### config.mk
export PLATFORM = sky130hd
export DESIGN_NAME = opspec_addr_seq
export DESIGN_NICKNAME = d
export VERILOG_FILES = /design/src/rtl/opseq_pkg.sv /design/src/rtl/opseq_step.sv /design/src/rtl/opseq_rdport.sv /design/src/rtl/opspec_addr_seq.sv
export SDC_FILE = /design/constraint.sdc
export NUM_CORES = 1
export LEC_CHECK = 0
export ABC_AREA = 1
export BUFFER_PORTS_ARGS = -buffer_cell sky130_fd_sc_hd__buf_2
export CELL_PAD_IN_SITES_DETAIL_PLACEMENT = 0
export CELL_PAD_IN_SITES_GLOBAL_PLACEMENT = 1
export CORE_ASPECT_RATIO = 1.4
export CORE_UTILIZATION = 25
export CTS_CLUSTER_SIZE = 16
export DETAILED_ROUTE_END_ITERATION = 7
export GPL_TIMING_DRIVEN = 1
export PLACE_DENSITY_LB_ADDON = 0.1
export SYNTH_ARGS = -nofsm -noshare
export SYNTH_HDL_FRONTEND = slang
export SYNTH_HIERARCHICAL = 1
export SYNTH_SLANG_ARGS = --single-unit
### constraint.sdc
create_clock -name clk -period 2.9 [get_ports clk]
set_input_delay 0.29 -clock clk [delete_from_list [all_inputs] [get_ports clk]]
set_output_delay 0.29 -clock clk [all_outputs]
set_load 0.005 [all_outputs]
### src/rtl/opseq_pkg.sv
package opseq_pkg;

  typedef enum logic [2:0] {
    M_REG    = 3'd0,
    M_DEF    = 3'd1,
    M_INC    = 3'd2,
    M_INCDEF = 3'd3,
    M_DEC    = 3'd4,
    M_DECDEF = 3'd5,
    M_IDX    = 3'd6,
    M_IDXDEF = 3'd7
  } amode_e;

  typedef enum logic [2:0] {
    ST_IDLE,
    ST_BASE,
    ST_IDX,
    ST_IDXW,
    ST_ADD,
    ST_INDW
  } seq_st_e;

endpackage

### src/rtl/opseq_step.sv
module opseq_step #(
  parameter int DW     = 16,
  parameter int RW     = 3,
  parameter int SP_IDX = 6,
  parameter int PC_IDX = 7
) (
  input  opseq_pkg::amode_e mode,
  input  logic [RW-1:0]     rnum,
  input  logic              byte_op,
  output logic [DW-1:0]     step
);
  import opseq_pkg::*;

  localparam logic [RW-1:0] SP_R = RW'(SP_IDX);
  localparam logic [RW-1:0] PC_R = RW'(PC_IDX);

  logic full_step;

  always_comb begin
    full_step = !byte_op || (rnum == SP_R) || (rnum == PC_R) ||
                (mode == M_INCDEF) || (mode == M_DECDEF);
    step      = full_step ? DW'(2) : DW'(1);
  end

endmodule

### src/rtl/opseq_rdport.sv
module opseq_rdport #(
  parameter int DW = 16
) (
  input  logic          clk,
  input  logic          rst,
  input  logic          issue,
  input  logic [DW-1:0] issue_addr,
  input  logic          mem_ready,
  output logic          mem_req,
  output logic [DW-1:0] mem_addr,
  output logic          got
);

  assign got = mem_req && mem_ready;

  always_ff @(posedge clk) begin
    if (rst) begin
      mem_req  <= 1'b0;
      mem_addr <= '0;
    end else if (issue) begin
      mem_req  <= 1'b1;
      mem_addr <= issue_addr;
    end else if (got) begin
      mem_req  <= 1'b0;
    end
  end

endmodule

### src/rtl/opspec_addr_seq.sv
module opspec_addr_seq #(
  parameter int DW     = 16,
  parameter int RW     = 3,
  parameter int SP_IDX = 6,
  parameter int PC_IDX = 7
) (
  input  logic          clk,
  input  logic          rst,
  input  logic          start,
  input  logic [2:0]    spec_mode,
  input  logic [RW-1:0] spec_reg,
  input  logic          byte_op,
  output logic [RW-1:0] rf_sel,
  input  logic [DW-1:0] rf_rdata,
  output logic          rf_we,
  output logic [RW-1:0] rf_waddr,
  output logic [DW-1:0] rf_wdata,
  output logic          mem_req,
  output logic [DW-1:0] mem_addr,
  input  logic          mem_ready,
  input  logic [DW-1:0] mem_rdata,
  output logic          done,
  output logic          is_reg,
  output logic [DW-1:0] ea
);
  import opseq_pkg::*;

  localparam logic [RW-1:0] PC_R    = RW'(PC_IDX);
  localparam logic [DW-1:0] PC_STEP = DW'(2);

  seq_st_e       state;
  amode_e        mode_q;
  logic [RW-1:0] reg_q;
  logic          byte_q;
  logic [DW-1:0] idx_q;
  logic [DW-1:0] step;
  logic          issue;
  logic [DW-1:0] issue_addr;
  logic          got;

  opseq_step #(.DW(DW), .RW(RW), .SP_IDX(SP_IDX), .PC_IDX(PC_IDX)) u_step (
    .mode    (mode_q),
    .rnum    (reg_q),
    .byte_op (byte_q),
    .step    (step)
  );

  opseq_rdport #(.DW(DW)) u_rd (
    .clk        (clk),
    .rst        (rst),
    .issue      (issue),
    .issue_addr (issue_addr),
    .mem_ready  (mem_ready),
    .mem_req    (mem_req),
    .mem_addr   (mem_addr),
    .got        (got)
  );

  // Memory read launch: pointer fetch, index fetch, or second-level fetch.
  always_comb begin
    issue      = 1'b0;
    issue_addr = rf_rdata;
    case (state)
      ST_BASE: begin
        if (mode_q == M_INCDEF) begin
          issue      = 1'b1;
          issue_addr = rf_rdata;
        end else if (mode_q == M_DECDEF) begin
          issue      = 1'b1;
          issue_addr = rf_rdata - step;
        end
      end
      ST_IDX: begin
        issue      = 1'b1;
        issue_addr = rf_rdata;
      end
      ST_ADD: begin
        if (mode_q == M_IDXDEF) begin
          issue      = 1'b1;
          issue_addr = rf_rdata + idx_q;
        end
      end
      default: ;
    endcase
  end

  always_ff @(posedge clk) begin
    if (rst) begin
      state    <= ST_IDLE;
      mode_q   <= M_REG;
      reg_q    <= '0;
      byte_q   <= 1'b0;
      idx_q    <= '0;
      rf_sel   <= '0;
      rf_we    <= 1'b0;
      rf_waddr <= '0;
      rf_wdata <= '0;
      done     <= 1'b0;
      is_reg   <= 1'b0;
      ea       <= '0;
    end else begin
      done  <= 1'b0;
      rf_we <= 1'b0;
      case (state)
        ST_IDLE: begin
          if (start) begin
            mode_q <= amode_e'(spec_mode);
            reg_q  <= spec_reg;
            byte_q <= byte_op;
            if (spec_mode >= 3'd6) begin
              rf_sel <= PC_R;
              state  <= ST_IDX;
            end else begin
              rf_sel <= spec_reg;
              state  <= ST_BASE;
            end
          end
        end
        ST_BASE: begin
          state <= ST_IDLE;
          case (mode_q)
            M_REG: begin
              done   <= 1'b1;
              is_reg <= 1'b1;
              ea     <= '0;
            end
            M_DEF: begin
              done   <= 1'b1;
              is_reg <= 1'b0;
              ea     <= rf_rdata;
            end
            M_INC: begin
              done     <= 1'b1;
              is_reg   <= 1'b0;
              ea       <= rf_rdata;
              rf_we    <= 1'b1;
              rf_waddr <= reg_q;
              rf_wdata <= rf_rdata + step;
            end
            M_INCDEF: begin
              rf_we    <= 1'b1;
              rf_waddr <= reg_q;
              rf_wdata <= rf_rdata + step;
              state    <= ST_INDW;
            end
            M_DEC: begin
              done     <= 1'b1;
              is_reg   <= 1'b0;
              ea       <= rf_rdata - step;
              rf_we    <= 1'b1;
              rf_waddr <= reg_q;
              rf_wdata <= rf_rdata - step;
            end
            M_DECDEF: begin
              rf_we    <= 1'b1;
              rf_waddr <= reg_q;
              rf_wdata <= rf_rdata - step;
              state    <= ST_INDW;
            end
            default: ;
          endcase
        end
        ST_IDX: begin
          rf_we    <= 1'b1;
          rf_waddr <= PC_R;
          rf_wdata <= rf_rdata + PC_STEP;
          rf_sel   <= reg_q;
          state    <= ST_IDXW;
        end
        ST_IDXW: begin
          if (got) begin
            idx_q <= mem_rdata;
            state <= ST_ADD;
          end
        end
        ST_ADD: begin
          if (mode_q == M_IDX) begin
            done   <= 1'b1;
            is_reg <= 1'b0;
            ea     <= rf_rdata + idx_q;
            state  <= ST_IDLE;
          end else begin
            state <= ST_INDW;
          end
        end
        ST_INDW: begin
          if (got) begin
            done   <= 1'b1;
            is_reg <= 1'b0;
            ea     <= mem_rdata;
            state  <= ST_IDLE;
          end
        end
        default: state <= ST_IDLE;
      endcase
    end
  end

endmodule

# After elaboration in Yosys (flattened, before gate mapping)
# Cells that the tools add are included.
[totals]
ff_bits = 84
latch_bits = 0
ram_bits = 0
rom_bits = 0
inputBits = 43
wordCells = 106
mem_count = 0
[op_classes]
addsub = 4
multipliers = 0
div = 0
magnitude_cmp = 1
n_eq_ne = 22
n_shift = 0
mux = 38
bitwise = 0
reduce_logical = 27
[op_table]
columns = ["op", "n"]
rows = [
  ["$pmux 16 s2", 3],
  ["$pmux 16 s3", 2],
  ["$mux 16", 5],
  ["$add 16x16->16", 2],
  ["$eq 3x3->1 const B", 8],
  ["$mux 3", 8],
  ["$pmux 3 s6", 1],
  ["$add 16x2->16 const B", 1],
  ["$sub 16x16->16", 1],
  ["$eq 3x2->1 const B", 4],
  ["$pmux 3 s2", 2],
  ["$mux 1", 10],
  ["$ne 2x2->1 const B", 5],
  ["$reduce_and 2->1", 5],
  ["$pmux 1 s3", 3],
  ["$reduce_and 4->1", 2],
  ["$reduce_or 2->1", 4],
  ["$reduce_or 4->1", 2],
  ["$eq 3x1->1 const B", 2],
  ["$logic_not 3->1", 2],
  ["$reduce_bool 2->1", 3],
  ["$logic_or 1x1->1", 4],
  ["$mux 2", 2],
  ["$ne 4x2->1 const B", 1],
  ["9 further kinds", 10],
]

# Longest topological paths before layout
# Gate-level depths: netlist of the first run.
[logic_depth]
word_depth = 10
mapped_depth = 20
depth_no_buf = 19

# Hierarchy
# The synthesis of the first run kept the hierarchy.
[modules_own_cells]
columns = ["module", "instances", "cells_per_inst", "area_each_um2"]
rows = [
  ["opspec_addr_seq", 1, 1140, 6673.9],
  ["opseq_rdport", 1, 75, 595.6],
  ["opseq_step", 1, 25, 151.4],
]

# Least setup slack after synthesis of the first run
# OpenSTA, ideal clock, no wires.
[synth_timing]
kind = "flip-flop to flip-flop"
start = "reg mode_q[2]"
end = "reg u_rd.mem_addr[12]"
setup_time_ps = 116
arrival_time_ps = 2167
required_ps = 2784
slack_ps = 617
stages_incl_launch_ff = 20
n_path_buf = 0
synth_period_minus_slack_ps = 2283
cell_sequence = "dfxtp_1 nand2_1 nand2_1 nor2_1 nor2_1 ha_1 inv_1 fa_1 nand3_1 nand2_1 nand2_1 nand2_1 nand2_1 nand2_1 nand2_1 nand3_1 o211ai_1 nand3_1 nor2_1 nor2_1"
[synth_between]
elab_chain_len = 8
word_cells_on_any_way = 15
[synth_lines]
columns = ["item", "line_no", "source"]
rows = [
  ["from (decl)", "opspec_addr_seq.sv:32", "amode_e mode_q;"],
  ["from (signal assigned)", "opspec_addr_seq.sv:107", "mode_q <= amode_e'(spec_mode);"],
  ["$eq 3x2->1", "opseq_step.sv:21", "(mode == M_INCDEF) || (mode == M_DECDEF);"],
  ["$logic_or 1x1->1", "opseq_step.sv:20", "full_step = !byte_op || (rnum == SP_R) || (rnum == PC_R) ||"],
  ["$logic_or 1x1->1 *", "opseq_step.sv:21", ""],
  ["$mux 2 *", "opseq_step.sv:22", "step = full_step ? DW'(2) : DW'(1);"],
  ["via step[0]", "opspec_addr_seq.sv:36", "logic [DW-1:0] step;"],
  ["$sub 16x16->16 *", "opspec_addr_seq.sv:70", "issue_addr = rf_rdata - step;"],
  ["$mux 16 *", "opspec_addr_seq.sv:68", "end else if (mode_q == M_DECDEF) begin"],
  ["$mux 16 *", "opspec_addr_seq.sv:65", "if (mode_q == M_INCDEF) begin"],
  ["$pmux 16 s2 *", "opspec_addr_seq.sv:63", "case (state)"],
  ["via issue_addr[12]", "opspec_addr_seq.sv:38", "logic [DW-1:0] issue_addr;"],
  ["to (signal assigned)", "opseq_rdport.sv:22", "mem_addr <= issue_addr;"],
  ["to (decl)", "opseq_rdport.sv:10", "output logic [DW-1:0] mem_addr,"],
]
# Mark *: on every way through the listed nets, which the timed path passes. The rest lies on a longest branch.
# A chain may end at the register's enable or synchronous reset.

# Worst setup path after layout of the first run
# Same ends and word-level chain as after synthesis.

==> impl_metrics.yaml, run 1 <==
synthesis:
  syn_area_um2: 7420
  yosysTopAreaCell: "dfxtp_1"
  yosysWarnings: 6
  async_flop_share: 0
  synth.area.top_cells: "dfxtp_1 23%, nand2_1 17%, inv_1 8.9%"
  synthFlopType: "dfxtp_1"
  post_synth_num_cell_types: 45
  synth_seq_cells: 84
  synth.most_common_cell: "nand2_1"
  netlist_instances: 1240
  synth_top_area_frac: 0.227
  synth_edf_count: 0
  syn_avg_cell_area_um2: 5.98
  synth_commonest_cells: "332 x nand2_1, 175 x inv_1, 114 x nand3_1"
  yosysSeqAreaShare: 0.227
final_layout:
  post-route-util: 0.296
  area_growth_pct: 16.3
  fin_nets: 1424
  n_antenna_cell: 0
  drive_above_1_share: 0.124
setup_path:
  critPathLaunchType: "register"
  cpMaxStageDelayCell: "fa_1"
  arrival_ps: 2760
  crit_required_ps: 3160
  crit_fanout: 7
  path_cells: "nand2_1 > nand2_1 > nor2_1 > nor2_2 > ha_1 > inv_1 > fa_1 > nand3_1 > nand2_1 > nand2_1 > nand2_1 > nand2_1 > nand2_1 > nand2_1 > nand3_1 > o211ai_1 > nand3_1 > nor2_1 > nor2_1"
  cp_top_family: "simple AND/OR/NAND/NOR gates"
  path_common_cell: "nand2_1"
  cpPeakStageDelay_ps: 400
  cp-end-kind: "register"
  worst-path-buf-inv: 1
  critical_path_class: "register to register"
pwr:
  p_leak_nw: 4.41
  p_total_mw: 4.25
  peakVddDrop_mv: 0.318
  powerDensity_nw_per_um2: 492
global_routing:
  grt_pass1_wl_mm: 47.7
  antenna_found_initial: 0
  grt_start_max_net_pins: 43
  grt_pass1_vias: 8195
  overflow: 0
  grtUsageTotal: 0.212
die:
  io_pins: 101
  coreArea_um2: 29200
  initial_core_util: 0.254
  rows: 74
  die_w_um: 148
  die_area_um2: 30400
  die_h_um: 206
timing:
  finalCriticalPeriod_ps: 2490
  finalSetupViolCount: 0
  rsz0062_at_grt: "no"
  finalHoldViolCount: 0
  fin_worst_skew_ps: 11.3
  max_slew_margin: 0.573
  max_freq_ghz: 0.401
  final_max_slew_viol_count: 0
  tightest_slew_ps: 636
  fin_hold_ws_ps: 158
  period_share: 0.860
  finalSetupTns_ps: 0
detailed_routing:
  drt_iter0_drc: 404
  drtPass1Iterations: 5
  vias: 8104
  drt.antenna.violating_nets: 0
  viasPerCell: 4.72
  routedWlPerCell_um: 18.4
  wl_mm: 31.6
  drc: 0
clocking:
  cts_buffers: 9
  clock_latency_ps: 370
  clk_pin_slew_worst_paths_ps: 80
  htree_levels: 3
  root_buffer: "clkbuf_16"
  ctsHoldBuffers: 0
  cts_tree: "yes"
  cts_sinks: 84
  clk_path_buf_depth: 2
placement:
  gp_congestion: 0.889
  dp_hpwl_mm: 25.8
  port_buffers: 100
job:
  maxCapViolations: 0
run_status:
  status: "finished, final reports clean"
min_path:
  min_path_type: "primary input to register"
## timing repair
item | CTS | global route
endpoints found under the setup margin | 0 | 8
setup buffers | 0 | 0
gates resized for setup | 0 | 3
## worst min-delay path, cell delays in order
cell	delay, ps
buf_2	80
nor2_1	40
nor2_1	80
## cell type report
type,instances,area (um2)
clock inverters,7,100
repair buffers,124,681
inverters,183,688
well taps,380,475
flip-flops and latches,84,1680
multi-input cells,929,4770
clock buffers,9,225
fillers,3443,20500
## through the flow
step           std cells  setup slack, ps  cell area (um2)
6_report            1716              406             8630
2_1_floorplan       1253              617             7470
3_3_place_gp        1700              300             8300
5_1_grt             1716             49.4             8630
3_5_place_dp        1700              265             8300
4_1_cts             1716              254             8620
## layer usage
layer  up-vias  share of wire  global-route usage  wire length, um
met1      3766           0.44               0.254            14000
li1       4178              -                   -                -
met2       140           0.52               0.400            16400
met5         -              0                   0                0
met3        20          0.027              0.0212              841
met4         0          0.013              0.0549              419
## placed cells by master (no fill, tap or decap), types with 6 or more instances in the layout
cell,n
nand2_1,332
inv_1,175
inv_2,7
nor3_1,14
a21oi_1,110
clkbuf_16,9
nand4_1,9
xor2_1,16
nand3b_1,8
a31oi_1,11
o21ai_0,85
ha_1,47
nand3_1,114
buf_2,100
buf_4,24
dfxtp_1,82
nor2_1,102
conb_1,14
o221ai_1,6
o211ai_1,13
## final timing paths
path                                                        to  cells after the start  slack [ps]                   start
worst min-delay path                       byte_q$_SDFFE_PP0P_                      3         160                 byte_op
worst min register to register             is_reg$_SDFFE_PP0P_                      2         470     is_reg$_SDFFE_PP0P_
worst max-delay path            u_rd/mem_addr[12]$_SDFFE_PP0P_                     19         410  mode_q[2]$_SDFFE_PP0P_
worst max register to register  u_rd/mem_addr[12]$_SDFFE_PP0P_                     19         410  mode_q[2]$_SDFFE_PP0P_
## where the power goes
group / switching [mW] / internal [mW]
Combinational: 1.02 / 0.501
Sequential: 0.0941 / 1.29
Clock: 0.579 / 0.762
Total: 1.69 / 2.55
## kinds of logic after synthesis
family                   synth area share
buffers and inverters               0.137
other                            0.000505
AND/OR/NAND/NOR                     0.338
AO/OA/AOI/OAI                       0.187
XOR/XNOR                           0.0236
flip-flops                          0.227
adder cells (fa/ha/maj)            0.0873
Note: power is estimated with default switching activity, not from simulation.
==> run 2: changes to the inputs <==
CORE_UTILIZATION = 30   (was 25)
==> run 2 against run 1 <==
Clock power barely moved. Final cell count fell by 4.1%. Maximum frequency fell by 3.9%. Core utilization rose by 5.7 points. Clock skew fell by 1.2 ps. Worst setup slack got worse by 100 ps. Largest cell class unchanged.
==> impl_metrics.yaml, run 2 (synthesis results as in run 1) <==
pwr:
  intPower_mw: 2.57
  seq_power_share: 0.326
  peakVddDrop_mv: 0.282
  switching_share: 0.392
  p_leak_nw: 4.40
  p_total_mw: 4.22
  combPwrFrac: 0.357
  power.switching_mw: 1.65
  powerDensity_nw_per_um2: 495
  clkPwrFrac: 0.317
clocking:
  cts_sinks: 84
  htree_levels: 3
  ctsHoldBuffers: 0
  clk_path_buf_depth: 2
  clock_latency_ps: 370
  cts-resized-gates: 0
  root_buffer: "clkbuf_16"
  cts_buffers: 9
  cts_tree: "yes"
  postCtsSetupRepairBufs: 0
  clk_pin_slew_worst_paths_ps: 70
die:
  die_h_um: 188
  coreArea_um2: 24100
  rows: 67
  io_pins: 101
  die_area_um2: 25400
  initial_core_util: 0.307
  die_w_um: 135
final_layout:
  area_growth_pct: 14.9
  layout_common_cells: "332 x nand2_1, 174 x inv_1, 114 x nand3_1"
  ff_latch_area_um2: 1680
  n_antenna_cell: 0
  multi_input_area_um2: 4770
  drive_above_1_share: 0.121
  layout_commonest_cell: "nand2_1"
  post-route-util: 0.353
  design_area_um2: 8530
  fillers: 2802
  fin_nets: 1423
run_status:
  status: "finished, final reports clean"
placement:
  dp_hpwl_mm: 24.2
  port_buffers: 100
  post_dp_cell_area_um2: 8200
  gp_congestion: 0.913
setup_path:
  rr_worst_depth: 19
  crit_end: "u_rd/mem_addr[12]$_SDFFE_PP0P_"
  critPathLaunchType: "register"
  crit_fanout: 7
  startpoint: "mode_q[2]$_SDFFE_PP0P_"
  r2r-start: "mode_q[2]$_SDFFE_PP0P_"
  cp-end-kind: "register"
  critical_path_class: "register to register"
  rrSetupSlack_ps: 300
  arrival_ps: 2850
  crit_required_ps: 3150
  reg2reg_to: "u_rd/mem_addr[12]$_SDFFE_PP0P_"
timing:
  finalSetupViolCount: 0
  tightest_slew_ps: 650
  rsz0062_at_grt: "no"
  fin_worst_skew_ps: 10.1
  finalHoldViolCount: 0
  fin_hold_ws_ps: 157
  finalCriticalPeriod_ps: 2600
  finalSetupTns_ps: 0
  max_slew_margin: 0.566
  max_freq_ghz: 0.385
  period_share: 0.895
  final_max_slew_viol_count: 0
detailed_routing:
  vias: 8113
  drc: 0
  drt_iter0_drc: 441
  drtPass1Iterations: 6
  routedWlPerCell_um: 18.1
  drt.antenna.violating_nets: 0
  viasPerCell: 4.93
  wl_mm: 29.8
global_routing:
  grtUsageTotal: 0.240
  overflow: 0
  grt_pass1_wl_mm: 45.7
  grt_start_max_net_pins: 34
  antenna_found_initial: 0
  grt_pass1_vias: 7922
job:
  maxCapViolations: 0
min_path:
  min_path_type: "primary input to register"
## run 2: cell count changes in the layout (fill, tap and decap cells not counted), sizes merged
cell / before / now
clkinvlp: 2 / 1
clkbuf: 9 / 10
inv: 183 / 182
buf: 124 / 123
clkinv: 3 / 4
## run 2: final cells by class
cell class,instances,share of cell area
Tap cell,310,0.0455
Clock inverter,6,0.0101
Timing Repair Buffer,123,0.0789
Clock buffer,10,0.0280
Sequential cell,84,0.197
Multi-Input combinational cell,929,0.560
Inverter,183,0.0807
## run 2: worst max-delay path, cell delays in order, from the launching register on
cell      delay (ps)
dfxtp_1          440
nand2_1           80
nand2_1           80
nor2_1            40
nor2_1           170
ha_1             190
inv_1             50
fa_1             390
nand3_1           80
nand2_1          110
nand2_1           90
nand2_1           80
nand2_1          100
nand2_1           70
nand2_1           80
nand3_1           80
o211ai_1         100
nand3_1           90
nor2_1           110
nor2_1            60
## run 2: worst min-delay path by stage
stage               slack, ps                        end  depth (start not counted)                   from
finish                    160        byte_q$_SDFFE_PP0P_                          3                byte_op
global route              180        byte_q$_SDFFE_PP0P_                          3                byte_op
CTS                       150        byte_q$_SDFFE_PP0P_                          3                byte_op
detailed placement        460        is_reg$_SDFFE_PP0P_                          2    is_reg$_SDFFE_PP0P_
global placement          460      idx_q[7]$_SDFFE_PP0P_                          2  idx_q[7]$_SDFFE_PP0P_
floorplan                 350  u_rd/mem_req$_SDFFE_PP0P_                          1                    rst
## run 2: power groups by stage
| stage | combinational [mW] | clock (mW) | sequential (mW) |
|---|---|---|---|
| 2_1_floorplan | 0.956 | 0 | 1.39 |
| 6_report | 1.51 | 1.34 | 1.38 |
| 3_3_place_gp | 1.50 | 0 | 1.40 |
| 3_5_place_dp | 1.49 | 0 | 1.40 |
| 4_1_cts | 1.50 | 1.36 | 1.38 |
| 5_1_grt | 1.69 | 1.41 | 1.39 |
## run 2: stage by stage
stage | std cells | setup WS (ps)
floorplan | 1253 | 617
global placement | 1629 | 338
detailed placement | 1629 | 258
CTS | 1645 | 248
global route | 1645 | 5.10
finish | 1645 | 304
## run 2: routing by layer
layer / track usage / up-vias / routed length [um]
li1: - / 4184 / -
met1: 0.301 / 3733 / 13300
met2: 0.425 / 166 / 14900
met3: 0.0262 / 30 / 943
met4: 0.0739 / 0 / 664
met5: 0 / - / 0
